File: config.mk
export PLATFORM = sky130hd
export DESIGN_NAME = vlr_ctrl
export DESIGN_NICKNAME = d
export VERILOG_FILES = /design/src/rtl/vlr_pkg.sv /design/src/rtl/vlr_slot_bank.sv /design/src/rtl/vlr_arbiter.sv /design/src/rtl/vlr_prio_stack.sv /design/src/rtl/vlr_miss_ctr.sv /design/src/rtl/vlr_ctrl.sv
export SDC_FILE = /design/constraint.sdc
export NUM_CORES = 1
export LEC_CHECK = 0
export BUFFER_PORTS_ARGS = -buffer_cell sky130_fd_sc_hd__buf_2
export CORE_MARGIN = 3
export CORE_UTILIZATION = 31
export DETAILED_ROUTE_END_ITERATION = 10
export GPL_ROUTABILITY_DRIVEN = 0
export RECOVER_POWER = 100
export SLEW_MARGIN = 0
export SYNTH_ARGS = -nofsm -noshare
export SYNTH_HDL_FRONTEND = slang
export SYNTH_SLANG_ARGS = --single-unit
export TNS_END_PERCENT = 20
File: constraint.sdc
create_clock -name clk -period 26.3 [get_ports clk]
set_clock_uncertainty 0.2 [all_clocks]
set_input_delay 1.315 -clock clk [delete_from_list [all_inputs] [get_ports clk]]
set_output_delay 1.315 -clock clk [all_outputs]
set_load 0.02 [all_outputs]
File: src/rtl/vlr_pkg.sv
package vlr_pkg;
    localparam int NSLOT = 4;
    localparam int ID_W  = 10;
    localparam int PRI_W = 5;
    localparam int CNT_W = 5;
    localparam int NLVL  = 1 << PRI_W;
    localparam int IDX_W = $clog2(NSLOT);
    localparam int RP_W  = PRI_W + 1;

    localparam logic [ID_W-1:0] SPUR_ID  = '1;
    localparam logic [RP_W-1:0] IDLE_PRI = RP_W'(NLVL);

    typedef enum logic [1:0] {
        ST_INV  = 2'b00,
        ST_PEND = 2'b01,
        ST_ACT  = 2'b10,
        ST_BOTH = 2'b11
    } lr_state_e;

    typedef struct packed {
        logic [ID_W-1:0]  id;
        logic [PRI_W-1:0] pri;
        lr_state_e        st;
    } lr_slot_t;

    // Most urgent (lowest) set level, or IDLE_PRI if none.
    function automatic logic [RP_W-1:0] top_level(input logic [NLVL-1:0] map);
        logic [RP_W-1:0] r;
        r = IDLE_PRI;
        for (int i = NLVL - 1; i >= 0; i--) begin
            if (map[i]) r = RP_W'(i);
        end
        return r;
    endfunction
endpackage

File: src/rtl/vlr_slot_bank.sv
module vlr_slot_bank
    import vlr_pkg::*;
(
    input  logic                   clk,
    input  logic                   rst,
    input  logic                   hv_we,
    input  logic                   hv_clr,
    input  logic [IDX_W-1:0]       hv_idx,
    input  lr_slot_t               hv_wdata,
    input  logic                   ack_fire,
    input  logic [IDX_W-1:0]       ack_idx,
    input  logic                   eoi_hit,
    input  logic [IDX_W-1:0]       eoi_idx,
    output lr_slot_t [NSLOT-1:0]   slots
);
    for (genvar g = 0; g < NSLOT; g++) begin : g_slot
        logic sel_hv, sel_ack, sel_eoi;
        assign sel_hv  = (hv_idx  == IDX_W'(g));
        assign sel_ack = ack_fire && (ack_idx == IDX_W'(g));
        assign sel_eoi = eoi_hit  && (eoi_idx == IDX_W'(g));

        always_ff @(posedge clk) begin
            if (rst) begin
                slots[g] <= '{id: '0, pri: '0, st: ST_INV};
            end else if (hv_we && sel_hv) begin
                slots[g] <= hv_wdata;
            end else if (hv_clr && sel_hv) begin
                slots[g].st <= ST_INV;
            end else if (sel_ack) begin
                slots[g].st <= ST_ACT;
            end else if (sel_eoi) begin
                slots[g].st <= (slots[g].st == ST_BOTH) ? ST_PEND : ST_INV;
            end
        end
    end
endmodule

File: src/rtl/vlr_arbiter.sv
module vlr_arbiter
    import vlr_pkg::*;
(
    input  lr_slot_t [NSLOT-1:0]   slots,
    input  logic [RP_W-1:0]        run_pri,
    input  logic [ID_W-1:0]        eoi_id,
    output logic                   ack_found,
    output logic [IDX_W-1:0]       ack_idx,
    output logic [PRI_W-1:0]       ack_pri,
    output logic [ID_W-1:0]        ack_id,
    output logic                   eoi_hit,
    output logic [IDX_W-1:0]       eoi_idx,
    output logic                   eoi_known
);
    logic [RP_W-1:0] best;

    always_comb begin
        best      = run_pri;
        ack_found = 1'b0;
        ack_idx   = '0;
        ack_pri   = '0;
        ack_id    = SPUR_ID;
        eoi_hit   = 1'b0;
        eoi_idx   = '0;
        eoi_known = 1'b0;
        for (int i = 0; i < NSLOT; i++) begin
            if (slots[i].st == ST_PEND && {1'b0, slots[i].pri} < best) begin
                best      = {1'b0, slots[i].pri};
                ack_found = 1'b1;
                ack_idx   = IDX_W'(i);
                ack_pri   = slots[i].pri;
                ack_id    = slots[i].id;
            end
            if (slots[i].st != ST_INV && slots[i].id == eoi_id) begin
                eoi_known = 1'b1;
                if (!eoi_hit && slots[i].st[1]) begin
                    eoi_hit = 1'b1;
                    eoi_idx = IDX_W'(i);
                end
            end
        end
    end
endmodule

File: src/rtl/vlr_prio_stack.sv
module vlr_prio_stack
    import vlr_pkg::*;
(
    input  logic              clk,
    input  logic              rst,
    input  logic              push,
    input  logic [PRI_W-1:0]  push_pri,
    input  logic              drop,
    output logic [RP_W-1:0]   run_pri
);
    logic [NLVL-1:0] map_q, map_d;

    assign run_pri = top_level(map_q);

    always_comb begin
        map_d = map_q;
        if (drop && run_pri != IDLE_PRI) map_d[run_pri[PRI_W-1:0]] = 1'b0;
        if (push) map_d[push_pri] = 1'b1;
    end

    always_ff @(posedge clk) begin
        if (rst) map_q <= '0;
        else     map_q <= map_d;
    end
endmodule

File: src/rtl/vlr_miss_ctr.sv
module vlr_miss_ctr
    import vlr_pkg::*;
(
    input  logic              clk,
    input  logic              rst,
    input  logic              miss,
    input  logic              clr,
    input  logic              en,
    output logic [CNT_W-1:0]  cnt,
    output logic              maint
);
    always_ff @(posedge clk) begin
        if (rst) begin
            cnt   <= '0;
            maint <= 1'b0;
        end else begin
            maint <= en && (cnt != '0);
            if (clr)                    cnt <= '0;
            else if (miss && cnt != '1) cnt <= cnt + 1'b1;
        end
    end
endmodule

File: src/rtl/vlr_ctrl.sv
module vlr_ctrl
    import vlr_pkg::*;
(
    input  logic              clk,
    input  logic              rst,
    input  logic              hv_we,
    input  logic              hv_clr,
    input  logic [1:0]        hv_idx,
    input  logic [9:0]        hv_wr_id,
    input  logic [4:0]        hv_wr_pri,
    input  logic [1:0]        hv_wr_state,
    input  logic [1:0]        hv_rd_idx,
    output logic [9:0]        hv_rd_id,
    output logic [4:0]        hv_rd_pri,
    output logic [1:0]        hv_rd_state,
    input  logic              hv_cnt_clr,
    input  logic              hv_miss_en,
    input  logic              gt_ack_req,
    output logic [9:0]        gt_ack_id,
    input  logic              gt_eoi_req,
    input  logic [9:0]        gt_eoi_id,
    output logic [5:0]        run_pri,
    output logic [4:0]        miss_cnt,
    output logic              maint_irq
);
    lr_slot_t [NSLOT-1:0] slots;
    lr_slot_t             wdata;
    logic                 ack_found, ack_fire, eoi_hit, eoi_known;
    logic [IDX_W-1:0]     ack_idx, eoi_idx;
    logic [PRI_W-1:0]     ack_pri;
    logic [ID_W-1:0]      ack_id_c;

    assign wdata    = '{id: hv_wr_id, pri: hv_wr_pri, st: lr_state_e'(hv_wr_state)};
    assign ack_fire = gt_ack_req && !gt_eoi_req && ack_found;

    vlr_slot_bank u_bank (
        .clk(clk), .rst(rst), .hv_we(hv_we), .hv_clr(hv_clr), .hv_idx(hv_idx),
        .hv_wdata(wdata), .ack_fire(ack_fire), .ack_idx(ack_idx),
        .eoi_hit(gt_eoi_req && eoi_hit), .eoi_idx(eoi_idx), .slots(slots)
    );

    vlr_arbiter u_arb (
        .slots(slots), .run_pri(run_pri), .eoi_id(gt_eoi_id),
        .ack_found(ack_found), .ack_idx(ack_idx), .ack_pri(ack_pri), .ack_id(ack_id_c),
        .eoi_hit(eoi_hit), .eoi_idx(eoi_idx), .eoi_known(eoi_known)
    );

    vlr_prio_stack u_prio (
        .clk(clk), .rst(rst), .push(ack_fire), .push_pri(ack_pri),
        .drop(gt_eoi_req), .run_pri(run_pri)
    );

    vlr_miss_ctr u_miss (
        .clk(clk), .rst(rst), .miss(gt_eoi_req && !eoi_known), .clr(hv_cnt_clr),
        .en(hv_miss_en), .cnt(miss_cnt), .maint(maint_irq)
    );

    always_ff @(posedge clk) begin
        if (rst)             gt_ack_id <= SPUR_ID;
        else if (gt_ack_req) gt_ack_id <= ack_fire ? ack_id_c : SPUR_ID;
    end

    assign hv_rd_id    = slots[hv_rd_idx].id;
    assign hv_rd_pri   = slots[hv_rd_idx].pri;
    assign hv_rd_state = slots[hv_rd_idx].st;
endmodule

# --- Word-level counts from Yosys, hierarchy flattened ---
# Index checks and enable logic that the tools add are counted.
totals:
  regBits: 116
  in_bits: 39
  elab_cells: 203
op_classes:
  addsub: 1
  n_lt_le_gt_ge: 9
  n_eq_ne: 23
  mux: 97
  n_bitwise: 3
  reduce_logical: 54
op_table:
  columns: ["cell", "count"]
  rows:
  - ["$mux W6", 35]
  - ["$mux W32", 2]
  - ["$mux W10", 5]
  - ["$mux W2", 23]
  - ["$eq A10 B10 Y1", 4]
  - ["$logic_and A1 B1 Y1", 36]
  - ["$bmux W17 S2", 1]
  - ["$and A32 B32 Y32", 1]
  - ["$not A32 Y32", 1]
  - ["$or A32 B32 Y32", 1]
  - ["$lt A5 B6 Y1", 4]
  - ["$mux W1", 24]
  - ["$eq A2 B2 Y1 const B", 10]
  - ["$mux W5", 4]
  - ["$mux W17", 1]
  - ["$reduce_bool A4 Y1", 4]
  - ["$eq A2 B1 Y1 const B", 7]
  - ["$lt A5 B6 Y1 const B", 2]
  - ["$demux W1 S5", 2]
  - ["$ge A5 B1 Y1 const B", 2]
  - ["$reduce_bool A2 Y1", 4]
  - ["$logic_not A2 Y1", 3]
  - ["$ne A6 B6 Y1 const B", 1]
  - ["$add A5 B1 Y5 const B", 1]
  - ["other kinds (5)", 9]

# --- Logic depth before layout (Yosys ltp) ---
logic_depth:
  ltp_word: 50
  mapped_depth: 46

# --- Modules after synthesis ---
# Synthesis repeated with hierarchy kept, for this count alone.
unflattened:
  cells_unflattened: 949
  area_unflattened_um2: 7732.4
by_module_without_submodules:
  columns: ["mod", "n_inst", "cells_per_inst", "area_each_um2", "seq_area_each_um2"]
  rows:
  - ["vlr_slot_bank", 1, 317, 2536.2, 1361.3]
  - ["vlr_prio_stack", 1, 287, 2192.1, 640.6]
  - ["vlr_arbiter", 1, 245, 1808.0, 0.0]
  - ["vlr_ctrl", 1, 68, 900.9, 200.2]
  - ["vlr_miss_ctr", 1, 32, 295.3, 120.1]

# --- Worst setup path after synthesis ---
# No wires, ideal clock.
synth_timing:
  kind: "reg-to-reg"
  startpoint: "reg u_prio.map_q[31]"
  endpoint: "reg u_prio.map_q[0]"
  setup_ns: 0.070
  arrival_time_ns: 9.854
  t_required_ns: 26.030
  setup_slack_ns: 16.176
  stages_incl_launch_ff: 44
  n_path_buf: 5
  cell_sequence: "dfxtp_1 -> nor2_1 -> o31ai_1 -> a211oi_1 -> o31a_1 -> o31ai_1 -> a211oi_1 -> o41ai_1 -> inv_1 -> ha_1 -> nor3_1 -> nand2_1 -> a211o_1 -> a21boi_0 -> o21bai_1 -> inv_1 -> ha_1 -> and3_1 -> (+8 left out) -> and2_1 -> o21a_1 -> a31o_1 -> buf_6 -> clkbuf_1 -> nand2_1 -> o21a_1 -> ha_1 -> a21o_1 -> a21oi_1 -> o21ai_0 -> nor4_1 -> a31o_2 -> buf_2 -> nand2_1 -> nor3_1 -> o21ai_0 -> a21oi_1"
synth_via:
  elab_chain_cells: 50
synth_lines:
  columns: ["item", "line", "text"]
  rows:
  - ["start: declaration", "vlr_prio_stack.sv:11", "logic [NLVL-1:0] map_q, map_d;"]
  - ["start signal: assignment", "vlr_prio_stack.sv:23", "else map_q <= map_d;"]
  - ["$mux W6 * (32 in series)", "vlr_pkg.sv:31", "if (map[i]) r = RP_W'(i);"]
  - ["net run_pri[1]", "vlr_ctrl.sv:22", "output logic [5:0] run_pri,"]
  - ["$lt A5 B6 Y1", "vlr_arbiter.sv:27", "if (slots[i].st == ST_PEND && {1'b0, slots[i].pri} < best) begin"]
  - ["$logic_and A1 B1 Y1", "vlr_arbiter.sv:27", null]
  - ["$mux W6", "vlr_arbiter.sv:27", null]
  - ["$lt A5 B6 Y1", "vlr_arbiter.sv:27", null]
  - ["$logic_and A1 B1 Y1", "vlr_arbiter.sv:27", null]
  - ["$mux W6", "vlr_arbiter.sv:27", null]
  - ["(+4 left out)", null, null]
  - ["$logic_and A1 B1 Y1", "vlr_arbiter.sv:27", null]
  - ["$mux W5", "vlr_arbiter.sv:27", null]
  - ["$lt A5 B6 Y1 (implied by the code) or $ge A5 B1 Y1 (tied branches)", "vlr_prio_stack.sv:18", "if (push) map_d[push_pri] = 1'b1;"]
  - ["$logic_and A1 B1 Y1 (implied by the code)", "vlr_prio_stack.sv:18", null]
  - ["$mux W1 (implied by the code)", "vlr_prio_stack.sv:18", null]
  - ["$demux W1 S5", null, null]
  - ["$or A32 B32 Y32 (no source line)", null, null]
  - ["$mux W32 *", "vlr_prio_stack.sv:18", null]
# Mark *: on every way through the listed nets, which the timed path passes. The rest lies on a longest branch.
# A chain may end at the register's enable or synchronous reset.

# --- Worst setup path after layout ---
layout_timing:
  startpoint: "reg u_prio.map_q[3]"
  endpoint: "reg u_prio.map_q[2]"
layout_via:
  elab_chain_cells: 22
layout_lines:
  columns: ["item", "line"]
  rows:
  - ["$mux W6 * (4 in series)", "vlr_pkg.sv:31"]
  - ["$lt A5 B6 Y1", "vlr_arbiter.sv:27"]
  - ["$logic_and A1 B1 Y1", "vlr_arbiter.sv:27"]
  - ["$mux W6", "vlr_arbiter.sv:27"]
  - ["$lt A5 B6 Y1", "vlr_arbiter.sv:27"]
  - ["$logic_and A1 B1 Y1", "vlr_arbiter.sv:27"]
  - ["$mux W6", "vlr_arbiter.sv:27"]
  - ["$lt A5 B6 Y1", "vlr_arbiter.sv:27"]
  - ["(+3 left out)", null]
  - ["$logic_and A1 B1 Y1", "vlr_arbiter.sv:27"]
  - ["$mux W5", "vlr_arbiter.sv:27"]
  - ["$lt A5 B6 Y1 (implied by the code) or $ge A5 B1 Y1 (tied branches)", "vlr_prio_stack.sv:18"]
  - ["$logic_and A1 B1 Y1 (implied by the code)", "vlr_prio_stack.sv:18"]
  - ["$mux W1 (implied by the code)", "vlr_prio_stack.sv:18"]
  - ["$demux W1 S5", null]
  - ["$or A32 B32 Y32 (no source line)", null]
  - ["$mux W32 *", "vlr_prio_stack.sv:18"]
# Every way passes the cells marked *; elsewhere a longest branch is shown, timed or not.

==> impl_results.md <==
- Failing checks: capacitance limit, slew limit
- Grt met1 use: 27.5%
- Via count: 7208
- WL/cell: 19.0 um
- DRC: 0
- Fill count: 2449
- Synth-to-layout area growth: 14.2%
- Initial DRC count: 788
- FP Rows: 55
- Hold path start: gt_ack_id[2]
- Reg-to-reg slack, setup: 12.82 ns
- Met2 usage: 29.0%
- Ys async rst share: 0%
- Final #Nets: 1026
- Clk slew on worst S/H paths: 0.05 ns
- Vias in the first global route: 6817
- Gr usage total: 18.9%
- First-pass GRT wire length: 38500 um
- Num CTS Buffers: 17
- Seq cells post-synth: 116
- Hold depth: 2
- CP arrival: 13.62 ns
- Post-CTS Hold Fix Bufs: 0
- Power per Cell Area: 56.9 mW/mm2
- Worst-Margin Slew: 3.22 ns
- Synthesized area per cell: 7.87 um2
- ANT nets after route: 0
- Initial Util: 31.8%
- Worst Setup Slack, final: 12.82 ns
- Hold Fails Final Rpt: 0
- Clk sinks: 116
- Setup repair after global routing missed its margin: false
- Htree depth: 4
- Worst reg2reg path depth: 35
- Cells after synthesis: 924
- Psw: 0.127 mW
- Synthesized cell area: 0.00727 mm2
- Root Driver: clkbuf_16
- Comb pwr share: 11.3%
- Mapped Nets: 982
- Critical path type: reg2reg
- Clock network power share: 49.3%
- Most instantiated cells after synthesis: nand2_1 (177), dfxtp_1 (116), a21oi_1 (102), clkbuf_1 (48), o21ai_0 (44)
- Max stage delay on crit path: 1.55 ns
- Maximum vdd drop: 25.7 uV
- P_leak: 2.97 nW
- Ys Warns: 0
- Sequential fraction of the synthesis area: 31.9%
- Minimum clock period after layout: 13.48 ns
- Slowest CP cell: a31oi_1
- Cts repair resizes: 0
- Top-count cell post-synth: nand2_1
- Hold Path Class: reg2reg
- Reg power frac: 39.4%
- Post-synth EDFFs: 0
- Core area: 0.0228 mm2
- Boundary pin count: 78
- Main flop type after synthesis: dfxtp_1
- DRT Wirelength: 24500 um
- CP endpoint kind: flip-flop
- Share of cells above drive strength 1: 10.1%
- Capture point of the worst reg-to-reg path: u_prio.map_q[2]
- IO Port Bufs: 77
- Synth top area share: 31.9%
- Count of cell types in the netlist: 69
- Setup TNS Final: 0 ns
- Worst r2r src: u_prio.map_q[3]
- Post-synth top area cell: dfxtp_1
- Die Width: 159 um
- Rel. slew slack: -115%
- Largest net degree at the start of global routing: 71
- Slew Viols, Final: 163
- GR peak layer: met2
- Antenna cells: 0
- CTS tree: yes
- DP HPWL: 17900 um
- Pre-CTS WS: 15.04 ns
- Sw frac: 26.8%
- Initial antenna violation count: 0
- Gr ovfl total: 0
- Clk_lat worst skew: 0.42 ns
- CP Launch Type: flip-flop
- Vias per cell: 5.57
- Drt pass-1 iters: 5
- Met3 Use GR: 3.46%
- Die area: 0.0253 mm2
- Internal: 0.346 mW
- Setup bufs post-CTS: 0
- Max Clk Rate: 74.2 MHz
- Outcome: complete, but fails checks
- Fin crit share: 51.3%
- Chip height: 159 um
- Setup violators final: 0
- Critical path required time: 26.44 ns
- Maxcap violations: 4
- CTS Buffer Depth: 2
- Critical Path Fanout Max: 32
- Synth area leaders: dfxtp_1 (32%), nand2_1 (9.1%), a21oi_1 (7.0%), mux4_2 (5.3%), xnor2_1 (3.7%)
- Hold Path Sink: gt_ack_id[2]
area by class of cell:
type / instances / area [um2] / share of cell area [%]
Tap cell: 313 / 392 / 4.72
Clock inverter: 9 / 103 / 1.24
Timing Repair Buffer: 80 / 349 / 4.20
Clock buffer: 23 / 478 / 5.76
Inverter: 28 / 106 / 1.28
Multi-Input combinational cell: 725 / 4550 / 54.8
Sequential cell: 116 / 2320 / 28.0
sequential cells by signal (all words and copies together), names as in the netlist:
| register | count |
|---|---|
| u_bank.slots | 68 |
| u_prio.map_q | 32 |
| gt_ack_id | 10 |
| u_miss.cnt | 5 |
| u_miss.maint | 1 |
worst max-delay path by stage:
stage	from	end	slack, ns	cells past startpoint
after floorplan	u_prio.map_q[31]	u_prio.map_q[0]	16.18	43
after global placement	u_prio.map_q[11]	u_prio.map_q[13]	15.35	37
after detailed placement	u_prio.map_q[11]	u_prio.map_q[13]	15.04	37
after CTS	u_prio.map_q[11]	u_prio.map_q[13]	15.02	37
after global routing	u_prio.map_q[3]	u_prio.map_q[30]	11.61	35
final	u_prio.map_q[3]	u_prio.map_q[2]	12.82	35
critical path: cells and delay by family, from the launching register on:
kind / cells / cell delay, ns
multiplexers: 1 / 0.35
AO/OA/AOI/OAI: 15 / 5.74
AND/OR/NAND/NOR: 13 / 4.16
buffers and inverters: 2 / 1.22
flip-flops: 1 / 0.36
adder cells (fa/ha/maj): 4 / 1.34
kinds of logic after synthesis:
logic type               Yosys count  share of synthesized area [%]
AND/OR/NAND/NOR                  347                           22.7
multiplexers                      32                           7.43
AO/OA/AOI/OAI                    284                           24.8
flip-flops                       116                           31.9
adder cells (fa/ha/maj)           19                           3.27
buffers and inverters             83                           4.66
XOR/XNOR                          43                           5.18
metal layers:
layer | vias up | wire (um)
met5 | - | 0
met4 | 0 | 331
li1 | 3448 | -
met1 | 3443 | 11700
met2 | 282 | 10900
met3 | 35 | 1570
cell usage in the layout (no fill, tap or decap), types with 6 or more instances in the layout:
cell type | synthesis | routed
a21boi_0 | 9 | 9
a21o_1 | 9 | 9
a21oi_1 | 102 | 102
a31oi_1 | 14 | 15
and2_1 | 7 | 6
and3_1 | 8 | 8
buf_2 | 3 | 39
clkbuf_1 | 48 | 44
clkbuf_16 | 0 | 17
dfxtp_1 | 116 | 116
ha_1 | 19 | 19
inv_1 | 27 | 27
mux2_2 | 6 | 6
mux2i_1 | 9 | 9
mux4_2 | 17 | 17
nand2_1 | 177 | 177
nand3_1 | 19 | 19
nand3b_1 | 11 | 11
nand4_1 | 13 | 13
nor2_1 | 43 | 43
nor2b_1 | 9 | 9
nor3_1 | 19 | 19
nor4_1 | 11 | 12
o211ai_1 | 22 | 22
o21ai_0 | 44 | 52
o21bai_1 | 6 | 6
o22ai_1 | 19 | 19
or3_1 | 7 | 7
or4_1 | 5 | 6
xnor2_1 | 31 | 31
xor2_1 | 12 | 12
metrics by stage:
step | std cells | hold WS [ns] | cell area [um2] | power [mW] | utilization (%)
after floorplan | 924 | 0.259 | 7270 | 0.225 | -
after global placement | 1262 | 0.274 | 7860 | 0.244 | 34.4
after detailed placement | 1262 | 0.281 | 7860 | 0.244 | 34.4
after CTS | 1294 | 0.293 | 8440 | 0.475 | 36.9
after global routing | 1294 | 0.322 | 8300 | 0.487 | 36.3
final | 1294 | 0.294 | 8300 | 0.472 | 36.3
power by group through the flow:
stage                     clock [mW]  combinational [mW]  sequential (mW)
final                          0.233              0.0535            0.186
after global routing           0.242              0.0586            0.187
after CTS                      0.234              0.0544            0.186
after detailed placement           0              0.0541            0.190
after global placement             0              0.0540            0.190
after floorplan                    0              0.0378            0.188
Power figures use the tool's default switching activity.
